===== src/rtl/addsub_pkg.sv =====
package addsub_pkg;
  // Bit positions inside the 3-bit operation selector; the decoder depends on them.
  localparam int unsigned OPB_SUB  = 0;
  localparam int unsigned OPB_FLAG = 1;
  localparam int unsigned OPB_KEEP = 2;
  localparam int unsigned OPSEL_W  = 3;

  typedef enum logic [1:0] {
    CMPK_OFF      = 2'd0,
    CMPK_SIGNED   = 2'd1,
    CMPK_UNSIGNED = 2'd2
  } cmp_kind_e;
endpackage


===== src/rtl/addsub_opprep.sv =====
module addsub_opprep #(
  parameter int unsigned W = 32
) (
  input  logic [W-1:0] a,
  input  logic [W-1:0] b,
  input  logic         sub,
  input  logic         use_flag,
  input  logic         carry_flag,
  output logic [W-1:0] x,
  output logic [W-1:0] y,
  output logic         cin
);
  // Reverse subtract feeds b and ~a; add feeds a and b.
  always_comb begin
    x = sub ? b  : a;
    y = sub ? ~a : b;
  end

  always_comb begin
    if (use_flag) cin = carry_flag;
    else          cin = sub;
  end

  always_comb begin
    if (!use_flag) assert_const_cin_R3: assert (cin == sub);
    if (sub) assert_inverted_a_R2: assert ((y ^ a) == {W{1'b1}});
  end
endmodule


===== src/rtl/addsub_adder.sv =====
module addsub_adder #(
  parameter int unsigned W = 32
) (
  input  logic [W-1:0] x,
  input  logic [W-1:0] y,
  input  logic         cin,
  output logic [W-1:0] sum,
  output logic         cout
);
  localparam int unsigned EXT_W = W + 1;

  function automatic logic [EXT_W-1:0] add_ext(input logic [W-1:0] p,
                                               input logic [W-1:0] q,
                                               input logic c);
    return {1'b0, p} + {1'b0, q} + {{W{1'b0}}, c};
  endfunction

  logic [EXT_W-1:0] full;
  always_comb full = add_ext(x, y, cin);
  assign sum  = full[W-1:0];
  assign cout = full[W];

  // Wrap-around view of the carry: with no carry-in, a carry means the sum fell below x.
  always_comb begin
    if (!cin) assert_carry_wrap_R4: assert (cout == (sum < x));
    else      assert_carry_wrap1_R4: assert (cout == (sum <= x));
  end
endmodule


===== src/rtl/addsub_cmpfix.sv =====
module addsub_cmpfix #(
  parameter int unsigned W = 32
) (
  input  logic [W-1:0] a,
  input  logic [W-1:0] b,
  input  logic [W-1:0] diff,
  input  logic         is_unsigned,
  output logic [W-1:0] patched
);
  logic sign_split;
  logic top_bit;

  always_comb begin
    sign_split = a[W-1] ^ b[W-1];
    top_bit    = sign_split ? (is_unsigned ? a[W-1] : b[W-1]) : diff[W-1];
    patched    = {top_bit, diff[W-2:0]};
  end

  always_comb begin
    if (sign_split && !is_unsigned) assert_signed_patch_R6: assert (patched[W-1] == b[W-1]);
    if (sign_split &&  is_unsigned) assert_unsigned_patch_R7: assert (patched[W-1] != b[W-1]);
    if (!sign_split) assert_no_patch_R9: assert (patched == diff);
  end
endmodule


===== src/rtl/int_addsub_unit.sv =====
module int_addsub_unit
  import addsub_pkg::*;
#(
  parameter int unsigned DATA_W = 32
) (
  input  logic [DATA_W-1:0]  op_a,
  input  logic [DATA_W-1:0]  op_b,
  input  logic [OPSEL_W-1:0] op_sel,
  input  logic               cmp_en,
  input  logic               cmp_unsigned,
  input  logic               carry_flag,
  output logic [DATA_W-1:0]  result,
  output logic               carry_out,
  output logic               carry_wr_en
);
  cmp_kind_e         cmp_kind;
  logic              do_sub;
  logic              take_flag;
  logic [DATA_W-1:0] adder_x;
  logic [DATA_W-1:0] adder_y;
  logic              adder_cin;
  logic [DATA_W-1:0] adder_sum;
  logic              adder_cout;
  logic [DATA_W-1:0] cmp_value;

  always_comb begin
    if (!cmp_en)          cmp_kind = CMPK_OFF;
    else if (cmp_unsigned) cmp_kind = CMPK_UNSIGNED;
    else                   cmp_kind = CMPK_SIGNED;
  end

  // Compare forces a plain reverse subtract with constant carry-in.
  always_comb begin
    do_sub    = (cmp_kind != CMPK_OFF) | op_sel[OPB_SUB];
    take_flag = (cmp_kind == CMPK_OFF) & op_sel[OPB_FLAG];
  end

  addsub_opprep #(.W(DATA_W)) u_prep (
    .a(op_a), .b(op_b), .sub(do_sub), .use_flag(take_flag),
    .carry_flag(carry_flag), .x(adder_x), .y(adder_y), .cin(adder_cin)
  );

  addsub_adder #(.W(DATA_W)) u_add (
    .x(adder_x), .y(adder_y), .cin(adder_cin), .sum(adder_sum), .cout(adder_cout)
  );

  addsub_cmpfix #(.W(DATA_W)) u_fix (
    .a(op_a), .b(op_b), .diff(adder_sum),
    .is_unsigned(cmp_kind == CMPK_UNSIGNED), .patched(cmp_value)
  );

  always_comb begin
    result      = (cmp_kind == CMPK_OFF) ? adder_sum : cmp_value;
    carry_out   = adder_cout;
    carry_wr_en = (cmp_kind == CMPK_OFF) & ~op_sel[OPB_KEEP];
  end

  always_comb begin
    if (cmp_en) assert_cmp_no_write_R8: assert (!carry_wr_en && adder_cin);
    if (!cmp_en && op_sel[OPB_KEEP]) assert_keep_flag_R5: assert (!carry_wr_en);
  end
endmodule


===== config.mk =====
export PLATFORM = sky130hd
export DESIGN_NAME = int_addsub_unit
export DESIGN_NICKNAME = d
export VERILOG_FILES = /design/src/rtl/addsub_pkg.sv /design/src/rtl/addsub_opprep.sv /design/src/rtl/addsub_adder.sv /design/src/rtl/addsub_cmpfix.sv /design/src/rtl/int_addsub_unit.sv
export SDC_FILE = /design/constraint.sdc
export NUM_CORES = 1
export LEC_CHECK = 0
export BUFFER_PORTS_ARGS = -buffer_cell sky130_fd_sc_hd__buf_4
export CAP_MARGIN = 20
export CORE_AREA = 2 2 93 95
export DETAILED_ROUTE_END_ITERATION = 10
export DIE_AREA = 0 0 95 97
export SLEW_MARGIN = 10
export SYNTH_ARGS = -nofsm -noshare
export SYNTH_HDL_FRONTEND = slang
export SYNTH_SLANG_ARGS = --single-unit

===== constraint.sdc =====
create_clock -name vclk -period 11.5
set_clock_uncertainty 0.1 [all_clocks]
set_input_delay 0.575 -clock vclk [all_inputs]
set_output_delay 0.575 -clock vclk [all_outputs]
set_load 0.02 [all_outputs]

# Word-level counts from Yosys, hierarchy flattened
# Cells that the tools add are included.
# word_totals
register_bits,0
input_bits,70
out_inout_bits,34
elab_cells,19
# op_classes
add_sub_neg,2
n_eq_ne,1
n_mux,8
bitwise_logic,6
n_reduce_logical,2
# op_table
operator,count
$mux 32,3
$add 32x32->33,1
$add 33x1->33,1
$not 32->32,1
$mux 2,2
$mux 1,3
$and 1x1->1,2
$eq 2x2->1 const B,1
$logic_not 2->1,1
$reduce_bool 2->1,1
$not 1->1,1
$or 1x1->1,1
$xor 1x1->1,1

# Longest topological paths before layout
# Gate-level depths: netlist (run 1).
# depth
ltp_word,9
ltp_mapped,16
ltp_nobuf,13

# Cells and area by module
# Synthesis (run 1) repeated with hierarchy kept, for this count alone.
# unflattened
cells_unflattened,425
area_unflattened_um2,3514.6
# modules_own_cells
module,n_inst,cells_each,area_per_inst_um2,seq_area_each_um2
addsub_adder,1,244,1750.4,0.0
addsub_opprep,1,104,948.4,0.0
int_addsub_unit,1,40,543.0,0.0
addsub_cmpfix,1,37,272.8,0.0

# Worst setup path after synthesis (run 1)
# OpenSTA, ideal clock, no wires.
# synth_path
path_type,input to output
startpoint,input port op_sel[0]
endpoint,output port result[24]
arrival_ns,4.112
required_ns,10.825
setup_slack_ns,6.713
path_stages,15
path_buffers,3
path_cell_list,or2_2 -> clkbuf_1 -> buf_1 -> clkbuf_1 -> o21ai_0 -> fa_1 -> inv_1 -> fa_1 -> a21oi_2 -> nor2_1 -> o311a_1 -> a221o_1 -> a221oi_4 -> o41ai_1 -> xor2_1
# synth_via
elab_chain_cells,5
elab_cells_between_ends,7
cone_classes,2 x add/sub; 4 x mux; 1 x bitwise
# synth_lines
item,line,text
"start, declared",int_addsub_unit.sv:8,"input logic [OPSEL_W-1:0] op_sel,"
$or 1x1->1 (*),int_addsub_unit.sv:34,do_sub = (cmp_kind != CMPK_OFF) | op_sel[OPB_SUB];
$mux 32 (on tied branches),"addsub_opprep.sv:15, addsub_opprep.sv:16",
$add 32x32->33,addsub_adder.sv:15,"return {1'b0, p} + {1'b0, q} + {{W{1'b0}}, c};"
$add 33x1->33 (*),addsub_adder.sv:15,
$mux 32 (*),int_addsub_unit.sv:53,result = (cmp_kind == CMPK_OFF) ? adder_sum : cmp_value;
"end, declared",int_addsub_unit.sv:12,"output logic [DATA_W-1:0] result,"
# Every way passes the cells marked *; elsewhere a longest branch is shown, timed or not.

# Worst setup path in the final report (run 1)
# layout_path
startpoint,input port cmp_en
endpoint,output port result[24]
# layout_via
elab_chain_cells,7
elab_cells_between_ends,11
cone_classes,2 x add/sub; 5 x mux; 2 x bitwise; 2 x reduce/logical
# layout_lines
item,line,text
"start, declared",int_addsub_unit.sv:9,"input logic cmp_en,"
$mux 2 (*),int_addsub_unit.sv:27,if (!cmp_en) cmp_kind = CMPK_OFF;
$reduce_bool 2->1,int_addsub_unit.sv:34,
$or 1x1->1,int_addsub_unit.sv:34,
$mux 32 (on tied branches),"addsub_opprep.sv:15, addsub_opprep.sv:16",
$add 32x32->33,addsub_adder.sv:15,
$add 33x1->33 (*),addsub_adder.sv:15,
$mux 32 (*),int_addsub_unit.sv:53,
# Marks and branches as above.

==> report_table.html, run 1 <==
<table>
<tr><th>Metric</th><th>Value</th></tr>
<tr><th colspan="2">Logic synthesis</th></tr>
<tr><td>Synth Warn #</td><td>0</td></tr>
<tr><td>Post-Syn Area per Cell</td><td>between 6 and 7 um^2</td></tr>
<tr><td>Post-Synth XOR/XNOR Area</td><td>a little over a tenth</td></tr>
<tr><td>Gate count after technology mapping</td><td>roughly 360</td></tr>
<tr><td>Synthesized-area fraction occupied by adder cells</td><td>17.8%</td></tr>
<tr><td>Main combinational cell family by area after synthesis</td><td>compound AO/OA/AOI/OAI gates</td></tr>
<tr><td>Post-synthesis net count</td><td>roughly 460</td></tr>
<tr><td>Synthesized-area fraction occupied by ao, oa, aoi and oai cells</td><td>roughly a third</td></tr>
<tr><td>Share of synthesized area occupied by flip-flops and latches</td><td>0%</td></tr>
<tr><td>Area of the mapped netlist</td><td>approximately 2400 um^2</td></tr>
<tr><td>Number of different library cells in the post-synthesis netlist</td><td>47</td></tr>
<tr><td>Fraction of synthesized area in multiplexers</td><td>14.9%</td></tr>
<tr><td>Simple-gate area share of the yosys netlist</td><td>18.9%</td></tr>
<tr><th colspan="2">Final layout</th></tr>
<tr><td>Area used by sequential logic in the layout</td><td>0 um^2</td></tr>
<tr><td>Layout net count</td><td>546</td></tr>
<tr><td>Number of filler cells placed in the layout</td><td>between 800 and 900</td></tr>
<tr><td>Commonest cells after routing, fill and taps aside</td><td>104 x buf_4, 60 x a21oi_1, 51 x nor2_1, 31 x mux2_2, 31 x ha_1</td></tr>
<tr><td>Count of antenna diodes in the layout</td><td>0</td></tr>
<tr><td>Clk_buf instances</td><td>0</td></tr>
<tr><td>Multi-input gate area</td><td>2310 um^2</td></tr>
<tr><td>Proportion of layout cells with a drive suffix above 1</td><td>32.0%</td></tr>
<tr><td>Layout-stage area growth over the synthesis result</td><td>35.1%</td></tr>
<tr><td>Final sequential cell count</td><td>0</td></tr>
<tr><td>Leading cell type in the layout, fill and taps excluded</td><td>buf_4</td></tr>
<tr><th colspan="2">Floorplan</th></tr>
<tr><td>Count of standard-cell rows</td><td>33</td></tr>
<tr><td>Die width</td><td>between 90 and 100 um</td></tr>
<tr><td>Effective utilization at floorplan</td><td>about 30%</td></tr>
<tr><td>Area of the core</td><td>8130 um^2</td></tr>
<tr><td>I/O pin count</td><td>104</td></tr>
<tr><td>Total Die Area</td><td>9220 um^2</td></tr>
<tr><td>Die Y-Extent</td><td>97 um</td></tr>
<tr><th colspan="2">Timing</th></tr>
<tr><td>Tightest Pin Transition</td><td>0.972 ns</td></tr>
<tr><td>Period Utilization, post-route</td><td>between 40% and 50%</td></tr>
<tr><td>Max Clock Freq</td><td>~200 MHz</td></tr>
<tr><td>Count of final setup violators</td><td>0</td></tr>
<tr><td>Crit path time final</td><td>5.01 ns</td></tr>
<tr><td>Setup tns final</td><td>0 ns</td></tr>
<tr><td>Final Hold Fails</td><td>0</td></tr>
<tr><td>Setup repair after global routing missed its margin</td><td>false</td></tr>
<tr><td>Relative slew slack</td><td>a little over a third</td></tr>
<tr><td>Worst-case setup margin in the final layout</td><td>around 6.5 ns</td></tr>
<tr><td>Slew Viols, Final</td><td>0</td></tr>
<tr><th colspan="2">Worst setup path</th></tr>
<tr><td>Type of the worst setup path</td><td>in2out</td></tr>
<tr><td>Kind of start point of the critical path</td><td>primary input</td></tr>
<tr><td>Critical path data required time</td><td>roughly 11 ns</td></tr>
<tr><td>Peak fanout along the critical path</td><td>96</td></tr>
<tr><td>Signal arrival time at the worst endpoint</td><td>4.34 ns</td></tr>
<tr><td>Critical path endpoint category</td><td>primary output</td></tr>
<tr><th colspan="2">Power and ir drop</th></tr>
<tr><td>Worst vdd rail ir drop</td><td>0.0428 mV</td></tr>
<tr><td>Power density over the cells</td><td>slightly below 100 nW/um^2</td></tr>
<tr><td>Leakage power figure</td><td>~1.5 nW</td></tr>
<tr><th colspan="2">Placed design</th></tr>
<tr><td>Placement Setup Slack</td><td>approximately 6.5 ns</td></tr>
<tr><td>Number of port buffers</td><td>around 100</td></tr>
<tr><td>Half-perimeter wire length after placement</td><td>approximately 6100 um</td></tr>
<tr><td>Final weighted congestion in routability-driven placement</td><td>between 0.9 and 1</td></tr>
<tr><th colspan="2">Detailed routing</th></tr>
<tr><td>Detailed Route WL</td><td>between 7000 and 8000 um</td></tr>
<tr><td>Detailed-route vias per instance</td><td>between 5 and 6</td></tr>
<tr><td>Drt first pass iters</td><td>4</td></tr>
<tr><td>First DRT Iteration DRCs</td><td>~110</td></tr>
<tr><td>Vias</td><td>2804</td></tr>
<tr><td>Wire length per cell</td><td>~13 um</td></tr>
<tr><td>Number of remaining DRC errors</td><td>0</td></tr>
<tr><td>Antenna viol nets, final</td><td>0</td></tr>
<tr><th colspan="2">Flow run</th></tr>
<tr><td>Number of max-cap violations</td><td>0</td></tr>
<tr><th colspan="2">Outcome</th></tr>
<tr><td>Outcome</td><td>completed</td></tr>
<tr><th colspan="2">Global route</th></tr>
<tr><td>Overall track demand over capacity in global routing</td><td>14.7%</td></tr>
<tr><td>Vias in the first global route</td><td>roughly 2700</td></tr>
<tr><td>Maximum number of pins on one net before global-route repair</td><td>just under 100</td></tr>
<tr><td>First-pass GRT wire length</td><td>11700 um</td></tr>
<tr><td>Antenna violations before repair</td><td>0</td></tr>
<tr><td>Global-route congestion overflow total</td><td>0</td></tr>
<tr><th colspan="2">Clock network</th></tr>
<tr><td>Setup fix buffers added after clock tree synthesis</td><td>0</td></tr>
<tr><td>Number of gates given a new drive strength after cts</td><td>0</td></tr>
<tr><td>CTS hold repair buffers</td><td>0</td></tr>
<tr><th colspan="2">Hold path</th></tr>
<tr><td>Worst Hold Class</td><td>in2out</td></tr>
</table>
-- worst max-delay path, stage by stage --
cell and delay [ns]:
buf_4 0.11, or2_4 0.76, mux2i_1 0.32, fa_1 0.23
inv_1 0.06, fa_1 0.41, a21oi_2 0.17, nor2_1 0.08
o311a_1 0.38, a221o_1 0.41, a221oi_4 0.34, o41ai_1 0.14
xor2_1 0.16, buf_4 0.18
-- cells in the mapped netlist (6+ instances only) --
| master | number | area [um^2] |
|---|---|---|
| a21oi_1 | 60 | 300 |
| nor2_1 | 51 | 191 |
| xnor2_1 | 16 | 140 |
| nand2_1 | 27 | 101 |
| a21o_1 | 10 | 75.1 |
| o21a_1 | 10 | 75.1 |
| ha_1 | 31 | 388 |
| o21ai_0 | 22 | 110 |
| xor2_1 | 13 | 114 |
| nand4_1 | 8 | 50.1 |
| inv_1 | 6 | 22.5 |
| clkbuf_1 | 14 | 52.6 |
| mux2_2 | 31 | 349 |
-- cell type report --
type / count / area share, %
repair buffers: 104 / 24.0
inverters: 6 / 0.694
multi-input cells: 331 / 71.2
well taps: 105 / 4.05
-- cell families after synthesis --
kind of cell / Yosys count
buf+inv: 25
xor+xnor: 29
fa+ha+maj: 33
simple gates: 105
compound gates: 132
mux: 32
-- through the flow --
step	area (um^2)	instances	hold WS (ns)	utilization [%]	total power, mW
after floorplan	2400	356	1.12	-	0.204
after global placement	3250	546	1.30	39.9	0.316
after detailed placement	3250	546	1.30	39.9	0.319
after CTS	3250	546	1.30	39.9	0.320
after global routing	3250	546	1.31	39.9	0.347
final	3250	546	1.30	39.9	0.318
-- layer usage --
layer	global-route usage [%]	part of all wire [%]	up-vias
met5	0	0	-
met4	0	0	0
met3	0.623	4.3	0
met2	25.9	48	54
met1	21.0	48	1272
li1	-	-	1478
-- power by group --
group / internal (mW) / switching (mW) / total, mW
registers: 0 / 0 / 0
logic: 0.141 / 0.177 / 0.318
clock network: 0 / 0 / 0
-- final timing paths --
kind | cells after the start | end | start | slack, ns
max | 14 | result[24] | cmp_en | 6.49
min | 3 | carry_wr_en | op_sel[2] | 1.30
No activity file was read; power rests on OpenSTA's default activity.
==> run 2: changes to the inputs <==
Settings changed: ABC_AREA from default to 1, CORE_AREA 2 2 93 95 to 2 2 99 101, DIE_AREA 0 0 95 97 to 0 0 101 103.
Clock period 11.5 ns to 4.6 ns, I/O delays scaled along.
==> run 2 against run 1 <==
Against the previous run: design area up 12%; global-route usage rose by 0.68 points; cell count grew 29%; combinational power up 150%; first-iteration DRC count is 38% higher; critical path type unchanged.
==> report_table.html, run 2 <==
<table>
<tr><th>Metric</th><th>Value</th></tr>
<tr><th colspan="2">Logic synthesis</th></tr>
<tr><td>Most area-consuming cells after synthesis</td><td>nand2_1 22%, ha_1 14%, mux2_2 12%, inv_1 7.6%, o21ai_0 7.3% (was ha_1 16%, mux2_2 15%, a21oi_1 12%, nor2_1 8.0%, xnor2_1 5.8%)</td></tr>
<tr><td>Post-Syn Area per Cell</td><td>5.55 um^2 (was 6.75 um^2)</td></tr>
<tr><td>Number of different library cells in the post-synthesis netlist</td><td>33 (was 47)</td></tr>
<tr><td>Most frequent cell after synthesis</td><td>nand2_1 (was a21oi_1)</td></tr>
<tr><td>Post-synthesis net count</td><td>598 (was 459)</td></tr>
<tr><td>Synth Warn #</td><td>0 (unchanged)</td></tr>
<tr><td>Library cell occupying the most area in the post-synthesis netlist</td><td>nand2_1 (was ha_1)</td></tr>
<tr><td>Gate count after technology mapping</td><td>495 (was 356)</td></tr>
<tr><td>Fraction of synthesized cell area taken by the top area cell type</td><td>22.0% (was 16.1%)</td></tr>
<tr><td>Share of synthesized area occupied by flip-flops and latches</td><td>0% (unchanged)</td></tr>
<tr><td>Area of the mapped netlist</td><td>2750 um^2 (was 2400 um^2)</td></tr>
<tr><td>Commonest cells post-synth</td><td>161 x nand2_1, 56 x inv_1, 45 x nor2_1, 40 x o21ai_0 (was 60 x a21oi_1, 51 x nor2_1, 31 x ha_1, 31 x mux2_2, 27 x nand2_1)</td></tr>
<tr><th colspan="2">Timing</th></tr>
<tr><td>Slew Viols, Final</td><td>0 (unchanged)</td></tr>
<tr><td>Count of final setup violators</td><td>0 (unchanged)</td></tr>
<tr><td>Max Clock Freq</td><td>roughly 310 MHz</td></tr>
<tr><td>Crit path time final</td><td>around 3.2 ns</td></tr>
<tr><td>Final Hold Fails</td><td>0 (unchanged)</td></tr>
<tr><td>Period Utilization, post-route</td><td>a little over two thirds</td></tr>
<tr><td>Tightest Pin Transition</td><td>0.458 ns (was 0.972 ns)</td></tr>
<tr><td>Worst-case setup margin in the final layout</td><td>1.39 ns (was 6.49 ns)</td></tr>
<tr><td>Setup tns final</td><td>0 ns (unchanged)</td></tr>
<tr><td>Setup repair after global routing missed its margin</td><td>false (unchanged)</td></tr>
<tr><td>Relative slew slack</td><td>69.2% (was 35.2%)</td></tr>
<tr><th colspan="2">Floorplan</th></tr>
<tr><td>I/O pin count</td><td>104 (unchanged)</td></tr>
<tr><td>Effective utilization at floorplan</td><td>29.1% (was 29.5%)</td></tr>
<tr><td>Die width</td><td>101 um (was 95 um)</td></tr>
<tr><td>Die Y-Extent</td><td>103 um (was 97 um)</td></tr>
<tr><td>Count of standard-cell rows</td><td>36 (was 33)</td></tr>
<tr><td>Total Die Area</td><td>10400 um^2 (was 9220 um^2)</td></tr>
<tr><td>Area of the core</td><td>9460 um^2 (was 8130 um^2)</td></tr>
<tr><th colspan="2">Worst setup path</th></tr>
<tr><td>Critical path endpoint category</td><td>primary output (unchanged)</td></tr>
<tr><td>Signal arrival time at the worst endpoint</td><td>2.88 ns (was 4.34 ns)</td></tr>
<tr><td>Critical path data required time</td><td>4.27 ns (was 10.83 ns)</td></tr>
<tr><td>Type of the worst setup path</td><td>in2out (unchanged)</td></tr>
<tr><td>Kind of start point of the critical path</td><td>primary input (unchanged)</td></tr>
<tr><td>Peak fanout along the critical path</td><td>97 (was 96)</td></tr>
<tr><th colspan="2">Placed design</th></tr>
<tr><td>Number of port buffers</td><td>104 (unchanged)</td></tr>
<tr><td>Half-perimeter wire length after placement</td><td>7530 um (was 6130 um)</td></tr>
<tr><td>Placed cell count</td><td>704 (was 546)</td></tr>
<tr><td>Final weighted congestion in routability-driven placement</td><td>0.888 (was 0.919)</td></tr>
<tr><td>Placement Setup Slack</td><td>1.37 ns (was 6.46 ns)</td></tr>
<tr><td>Placement Cell Area</td><td>3650 um^2 (was 3250 um^2)</td></tr>
<tr><th colspan="2">Final layout</th></tr>
<tr><td>Commonest cells after routing, fill and taps aside</td><td>161 x nand2_1, 104 x buf_4, 56 x inv_1, 45 x nor2_1, 40 x o21ai_0 (was 104 x buf_4, 60 x a21oi_1, 51 x nor2_1, 31 x mux2_2, 31 x ha_1)</td></tr>
<tr><td>Clk_buf instances</td><td>0 (unchanged)</td></tr>
<tr><td>Final non-filler cell area</td><td>3650 um^2 (was 3250 um^2)</td></tr>
<tr><td>Final sequential cell count</td><td>0 (unchanged)</td></tr>
<tr><td>Leading cell type in the layout, fill and taps excluded</td><td>nand2_1 (was buf_4)</td></tr>
<tr><td>Non-filler instance count after layout</td><td>704 (was 546)</td></tr>
<tr><td>Layout net count</td><td>695 (was 546)</td></tr>
<tr><td>Area used by sequential logic in the layout</td><td>0 um^2 (unchanged)</td></tr>
<tr><td>Proportion of layout cells with a drive suffix above 1</td><td>25.4% (was 32.0%)</td></tr>
<tr><td>Count of antenna diodes in the layout</td><td>0 (unchanged)</td></tr>
<tr><td>Layout-stage area growth over the synthesis result</td><td>32.8% (was 35.1%)</td></tr>
<tr><th colspan="2">Detailed routing</th></tr>
<tr><td>Drt first pass iters</td><td>5 (was 4)</td></tr>
<tr><td>First DRT Iteration DRCs</td><td>149 (was 108)</td></tr>
<tr><td>Number of remaining DRC errors</td><td>0 (unchanged)</td></tr>
<tr><td>Detailed-route vias per instance</td><td>4.86 (was 5.14)</td></tr>
<tr><td>Vias</td><td>3419 (was 2804)</td></tr>
<tr><td>Detailed Route WL</td><td>8590 um (was 7200 um)</td></tr>
<tr><td>Antenna viol nets, final</td><td>0 (unchanged)</td></tr>
<tr><td>Wire length per cell</td><td>12.2 um (was 13.2 um)</td></tr>
<tr><th colspan="2">Global route</th></tr>
<tr><td>Overall track demand over capacity in global routing</td><td>15.4% (was 14.7%)</td></tr>
<tr><td>First-pass GRT wire length</td><td>13400 um (was 11700 um)</td></tr>
<tr><td>Antenna violations before repair</td><td>0 (unchanged)</td></tr>
<tr><td>Vias in the first global route</td><td>3057 (was 2681)</td></tr>
<tr><td>Maximum number of pins on one net before global-route repair</td><td>98 (was 97)</td></tr>
<tr><td>Global-route congestion overflow total</td><td>0 (unchanged)</td></tr>
<tr><th colspan="2">Power and ir drop</th></tr>
<tr><td>Leakage power figure</td><td>1.96 nW (was 1.47 nW)</td></tr>
<tr><td>Power density over the cells</td><td>217 nW/um^2 (was 98.1 nW/um^2)</td></tr>
<tr><td>Worst vdd rail ir drop</td><td>0.0991 mV (was 0.0428 mV)</td></tr>
<tr><th colspan="2">Clock network</th></tr>
<tr><td>Setup fix buffers added after clock tree synthesis</td><td>0 (unchanged)</td></tr>
<tr><td>CTS hold repair buffers</td><td>0 (unchanged)</td></tr>
<tr><td>Number of gates given a new drive strength after cts</td><td>0 (unchanged)</td></tr>
<tr><th colspan="2">Flow run</th></tr>
<tr><td>Number of max-cap violations</td><td>0 (unchanged)</td></tr>
<tr><th colspan="2">Outcome</th></tr>
<tr><td>Outcome</td><td>completed (unchanged)</td></tr>
<tr><th colspan="2">Hold path</th></tr>
<tr><td>Worst Hold Class</td><td>in2out (unchanged)</td></tr>
</table>
[run 2: cell types whose count changed after synthesis, sizes merged, moves of 15 or more]
cell	before	now
nand2	27	169
inv	6	56
nand3	3	31
a21oi	61	31
o21ai	24	42
xnor2	16	1
[run 2: layout make-up]
cell class | instances | area, um^2
Timing Repair Buffer | 105 | 801
Tap cell | 114 | 143
Fill cell | 1059 | 5810
Inverter | 56 | 210
Multi-Input combinational cell | 429 | 2500
[run 2: worst max-delay path, stage by stage]
cell     delay (ns)
buf_4          0.12
nor2_4         0.11
buf_12         0.32
mux2i_1        0.28
fa_1           0.20
inv_1          0.06
fa_1           0.39
nand3_1        0.10
nand2_1        0.12
nand2_1        0.08
nand2_1        0.10
a21o_1         0.22
a21oi_1        0.20
inv_1          0.06
nand2_1        0.05
nand2_1        0.05
buf_4          0.15
[run 2: final timing paths]
| kind | from | endpoint | slack [ns] | cells after the start |
|---|---|---|---|---|
| worst min-delay path | op_sel[2] | carry_wr_en | 0.63 | 3 |
| worst max-delay path | op_sel[0] | result[18] | 1.39 | 17 |
[run 2: metal layers]
layer  GRT usage, %  vias up  part of all wire [%]
met5              0        -                     0
met4          0.728        0                  0.42
met3          0.339        3                   4.5
met2           26.7       84                    45
met1           22.5     1504                    50
li1               -     1828                     -
[run 2: report_power, final]
group | internal, mW | leakage (nW) | switching [mW] | total (mW)
registers | 0 | 0 | 0 | 0
clock network | 0 | 0 | 0 | 0
logic | 0.325 | 1.96 | 0.469 | 0.794
[run 2: stage by stage]
stage	utilization, %	hold WS, ns	total power, mW
global placement	38.6	0.638	0.794
finish	38.6	0.627	0.794
global route	38.6	0.642	0.877
detailed placement	38.6	0.636	0.795
CTS	38.6	0.638	0.799
floorplan	-	0.435	0.504
[run 2: cell families (layout without fill, tap and decap cells)]
| group | Yosys count | after routing | synth area share (%) |
|---|---|---|---|
| xor gates and xnor gates | 17 | 17 | 5.42 |
| adders and majority gates | 33 | 33 | 15.6 |
| AOI/OAI and AO/OA | 90 | 90 | 18.5 |
| muxes | 31 | 31 | 12.7 |
| and+or+nand+nor | 258 | 258 | 38.6 |
| buffers and inverters | 66 | 161 | 9.33 |
==> run 3: changes to the inputs <==
Settings changed: ABC_AREA 1 to 0, CORE_AREA 2 2 99 101 to 2 2 93 95, DIE_AREA 0 0 101 103 to 0 0 95 97.
Clock period 4.6 ns to 3.2 ns, I/O delays scaled along.
==> run 3 against run 2 <==
Against the previous run: the run now ends with setup timing left; power grew 93%; sequential cell count is the same; worst hold slack lost 0.16 ns; non-clock buffer count grew 83; wire length grew 3.0%; setup slack lost 1.6 ns; design area grew 21%; critical path depth shrank 3; sequential share of layout area is the same; highest routed layer unchanged; largest cell class unchanged; combinational power grew 94%; utilization grew 16 points; cell count shrank 11%.
==> report_table.html, run 3 (synthesized netlist as in run 1, its figures left out) <==
<table>
<tr><th>Metric</th><th>Value</th></tr>
<tr><th colspan="2">Final layout</th></tr>
<tr><td>Count of antenna diodes in the layout</td><td>0 (unchanged)</td></tr>
<tr><td>Layout-stage area growth over the synthesis result</td><td>83.8% (was 32.8%)</td></tr>
<tr><td>Commonest cells after routing, fill and taps aside</td><td>176 x buf_4, 47 x nor2_1, 42 x a21oi_1, 31 x mux2_2, 24 x nand2_1 (was 161 x nand2_1, 104 x buf_4, 56 x inv_1, 45 x nor2_1, 40 x o21ai_0)</td></tr>
<tr><td>Proportion of layout cells with a drive suffix above 1</td><td>55.8% (was 25.4%)</td></tr>
<tr><td>Clk_buf instances</td><td>0 (unchanged)</td></tr>
<tr><td>Layout net count</td><td>630 (was 695)</td></tr>
<tr><td>Leading cell type in the layout, fill and taps excluded</td><td>buf_4 (was nand2_1)</td></tr>
<tr><td>Area used by sequential logic in the layout</td><td>0 um^2 (unchanged)</td></tr>
<tr><td>Final sequential cell count</td><td>0 (unchanged)</td></tr>
<tr><td>Utilization of the core after routing</td><td>54.3% (was 38.6%)</td></tr>
<tr><td>Non-filler instance count after layout</td><td>630 (was 704)</td></tr>
<tr><th colspan="2">Floorplan</th></tr>
<tr><td>Total Die Area</td><td>9220 um^2 (was 10400 um^2)</td></tr>
<tr><td>I/O pin count</td><td>104 (unchanged)</td></tr>
<tr><td>Effective utilization at floorplan</td><td>29.5% (was 29.1%)</td></tr>
<tr><td>Die width</td><td>95 um (was 101 um)</td></tr>
<tr><td>Count of standard-cell rows</td><td>33 (was 36)</td></tr>
<tr><td>Die Y-Extent</td><td>97 um (was 103 um)</td></tr>
<tr><td>Area of the core</td><td>8130 um^2 (was 9460 um^2)</td></tr>
<tr><th colspan="2">Worst setup path</th></tr>
<tr><td>Critical path data required time</td><td>2.94 ns (was 4.27 ns)</td></tr>
<tr><td>Critical path endpoint category</td><td>primary output (unchanged)</td></tr>
<tr><td>Type of the worst setup path</td><td>in2out (unchanged)</td></tr>
<tr><td>Worst setup path start</td><td>op_sel[0] (unchanged)</td></tr>
<tr><td>CP Capture Point</td><td>result[16] (was result[18])</td></tr>
<tr><td>Cells traversed along the worst timing path</td><td>buf_6, or2_4, mux2i_4, fa_2, inv_2, fa_2, a21oi_2, nor2_2, o311a_1, a221o_1, a221oi_4, buf_4, xnor2_2, buf_4 (was buf_4, nor2_4, buf_12, mux2i_1, fa_1, inv_1, fa_1, nand3_1, nand2_1, nand2_1, nand2_1, a21o_1, a21oi_1, inv_1, nand2_1, nand2_1, buf_4)</td></tr>
<tr><td>Signal arrival time at the worst endpoint</td><td>3.10 ns (was 2.88 ns)</td></tr>
<tr><td>Delay of the slowest critical-path stage</td><td>0.37 ns (was 0.39 ns)</td></tr>
<tr><td>Peak fanout along the critical path</td><td>5 (was 97)</td></tr>
<tr><td>Kind of start point of the critical path</td><td>primary input (unchanged)</td></tr>
<tr><td>Slowest library cell on the worst path</td><td>fa_2 (was fa_1)</td></tr>
<tr><th colspan="2">Global route</th></tr>
<tr><td>Maximum number of pins on one net before global-route repair</td><td>55 (was 98)</td></tr>
<tr><td>Global-route congestion overflow total</td><td>0 (unchanged)</td></tr>
<tr><td>Overall track demand over capacity in global routing</td><td>17.2% (was 15.4%)</td></tr>
<tr><td>Antenna violations before repair</td><td>0 (unchanged)</td></tr>
<tr><td>Vias in the first global route</td><td>3152 (was 3057)</td></tr>
<tr><td>First-pass GRT wire length</td><td>13500 um (was 13400 um)</td></tr>
<tr><th colspan="2">Timing</th></tr>
<tr><td>Setup repair after global routing missed its margin</td><td>true (was false)</td></tr>
<tr><td>Relative slew slack</td><td>76.9% (was 69.2%)</td></tr>
<tr><td>Worst-case setup margin in the final layout</td><td>-0.163 ns (was 1.39 ns)</td></tr>
<tr><td>Tightest Pin Transition</td><td>0.342 ns (was 0.458 ns)</td></tr>
<tr><td>Final Hold Fails</td><td>0 (unchanged)</td></tr>
<tr><td>Period Utilization, post-route</td><td>105%</td></tr>
<tr><td>Slew Viols, Final</td><td>0 (unchanged)</td></tr>
<tr><td>Max Clock Freq</td><td>slightly below 300 MHz</td></tr>
<tr><td>Setup tns final</td><td>-0.868 ns (was 0 ns)</td></tr>
<tr><td>Crit path time final</td><td>about 3.4 ns</td></tr>
<tr><td>Count of final setup violators</td><td>10 (was 0)</td></tr>
<tr><th colspan="2">Power and ir drop</th></tr>
<tr><td>Worst vdd rail ir drop</td><td>0.180 mV (was 0.0991 mV)</td></tr>
<tr><td>Power density over the cells</td><td>348 nW/um^2 (was 217 nW/um^2)</td></tr>
<tr><td>Post-layout total power</td><td>1.54 mW (was 0.794 mW)</td></tr>
<tr><td>Leakage power figure</td><td>1.97 nW (was 1.96 nW)</td></tr>
<tr><th colspan="2">Detailed routing</th></tr>
<tr><td>Drt first pass iters</td><td>5 (unchanged)</td></tr>
<tr><td>Wire length per cell</td><td>14.0 um (was 12.2 um)</td></tr>
<tr><td>Antenna viol nets, final</td><td>0 (unchanged)</td></tr>
<tr><td>Vias</td><td>3196 (was 3419)</td></tr>
<tr><td>First DRT Iteration DRCs</td><td>83 (was 149)</td></tr>
<tr><td>Number of remaining DRC errors</td><td>0 (unchanged)</td></tr>
<tr><td>Detailed Route WL</td><td>8850 um (was 8590 um)</td></tr>
<tr><td>Detailed-route vias per instance</td><td>5.07 (was 4.86)</td></tr>
<tr><th colspan="2">Placed design</th></tr>
<tr><td>Half-perimeter wire length after placement</td><td>6910 um (was 7530 um)</td></tr>
<tr><td>Final weighted congestion in routability-driven placement</td><td>0.865 (was 0.888)</td></tr>
<tr><td>Number of port buffers</td><td>104 (unchanged)</td></tr>
<tr><td>Placed cell count</td><td>620 (was 704)</td></tr>
<tr><td>Placement Setup Slack</td><td>-0.312 ns (was 1.37 ns)</td></tr>
<tr><th colspan="2">Outcome</th></tr>
<tr><td>Failing checks</td><td>setup timing</td></tr>
<tr><td>Outcome</td><td>finished with violations (was completed)</td></tr>
<tr><th colspan="2">Hold path</th></tr>
<tr><td>Worst Hold Class</td><td>in2out (unchanged)</td></tr>
<tr><th colspan="2">Flow run</th></tr>
<tr><td>Number of max-cap violations</td><td>0 (unchanged)</td></tr>
<tr><th colspan="2">Clock network</th></tr>
<tr><td>CTS hold repair buffers</td><td>0 (unchanged)</td></tr>
</table>
-- run 3: changes by cell type in the layout (fill, tap and decap cells not counted), sizes merged, moves of 5 or more --
cell   before  now
o21a        1   10
o21ai      42   24
a31oi       0    5
xnor2       1   16
a21oi      31   61
buf       105  187
inv        56    6
nand2     169   27
nand3      31    3
-- run 3: worst max-delay path: cells and delay by family --
| family | cells | cell delay [ns] |
|---|---|---|
| and+or+nand+nor | 2 | 0.34 |
| buffers and inverters | 4 | 0.47 |
| AOI/OAI and AO/OA | 4 | 1.22 |
| xor gates and xnor gates | 1 | 0.10 |
| adders and majority gates | 2 | 0.61 |
| muxes | 1 | 0.20 |
-- run 3: worst min path at each step --
stage | startpoint | endpoint | slack, ns | cells past startpoint
3_5_place_dp | op_sel[2] | carry_wr_en | 0.47 | 3
4_1_cts | op_sel[2] | carry_wr_en | 0.47 | 3
6_report | op_sel[2] | carry_wr_en | 0.47 | 3
3_3_place_gp | op_sel[2] | carry_wr_en | 0.47 | 3
5_1_grt | op_sel[2] | carry_wr_en | 0.49 | 3
2_1_floorplan | cmp_en | carry_wr_en | 0.29 | 1
-- run 3: layout make-up --
cell class / count / area, um^2
multi-input cells: 331 / 2770
repair buffers: 188 / 1500
inverters: 6 / 22.5
well taps: 105 / 131
fillers: 782 / 3720
-- run 3: through the flow --
stage	hold slack, ns	instance area, um^2
after floorplan	0.295	2520
after global placement	0.470	3900
after detailed placement	0.470	3900
after CTS	0.470	4060
after global routing	0.487	4420
final	0.472	4420
-- run 3: routing by layer --
layer	wire (um)	share of wire (%)	GRT usage [%]	vias up
met4	119	1.3	2.56	0
met3	463	5.2	0.935	12
li1	-	-	-	1643
met5	0	0	0	-
met2	4390	50	30.3	82
met1	3870	44	23.2	1459
-- run 3: power breakdown --
| group | internal [mW] | total (mW) | switching (mW) |
|---|---|---|---|
| registers | 0 | 0 | 0 |
| clock network | 0 | 0 | 0 |
| logic | 0.765 | 1.54 | 0.770 |
| total | 0.765 | 1.54 | 0.770 |
-- run 3: what timing repair did --
| item | in CTS | in global routing |
|---|---|---|
| pin swaps | 6 | 15 |
| endpoints found under the hold margin | 0 | 0 |
| gates cloned | 0 | 1 |
| endpoints found under the setup margin | 17 | 18 |
| setup buffers | 3 | 7 |
| resized for setup | 22 | 65 |
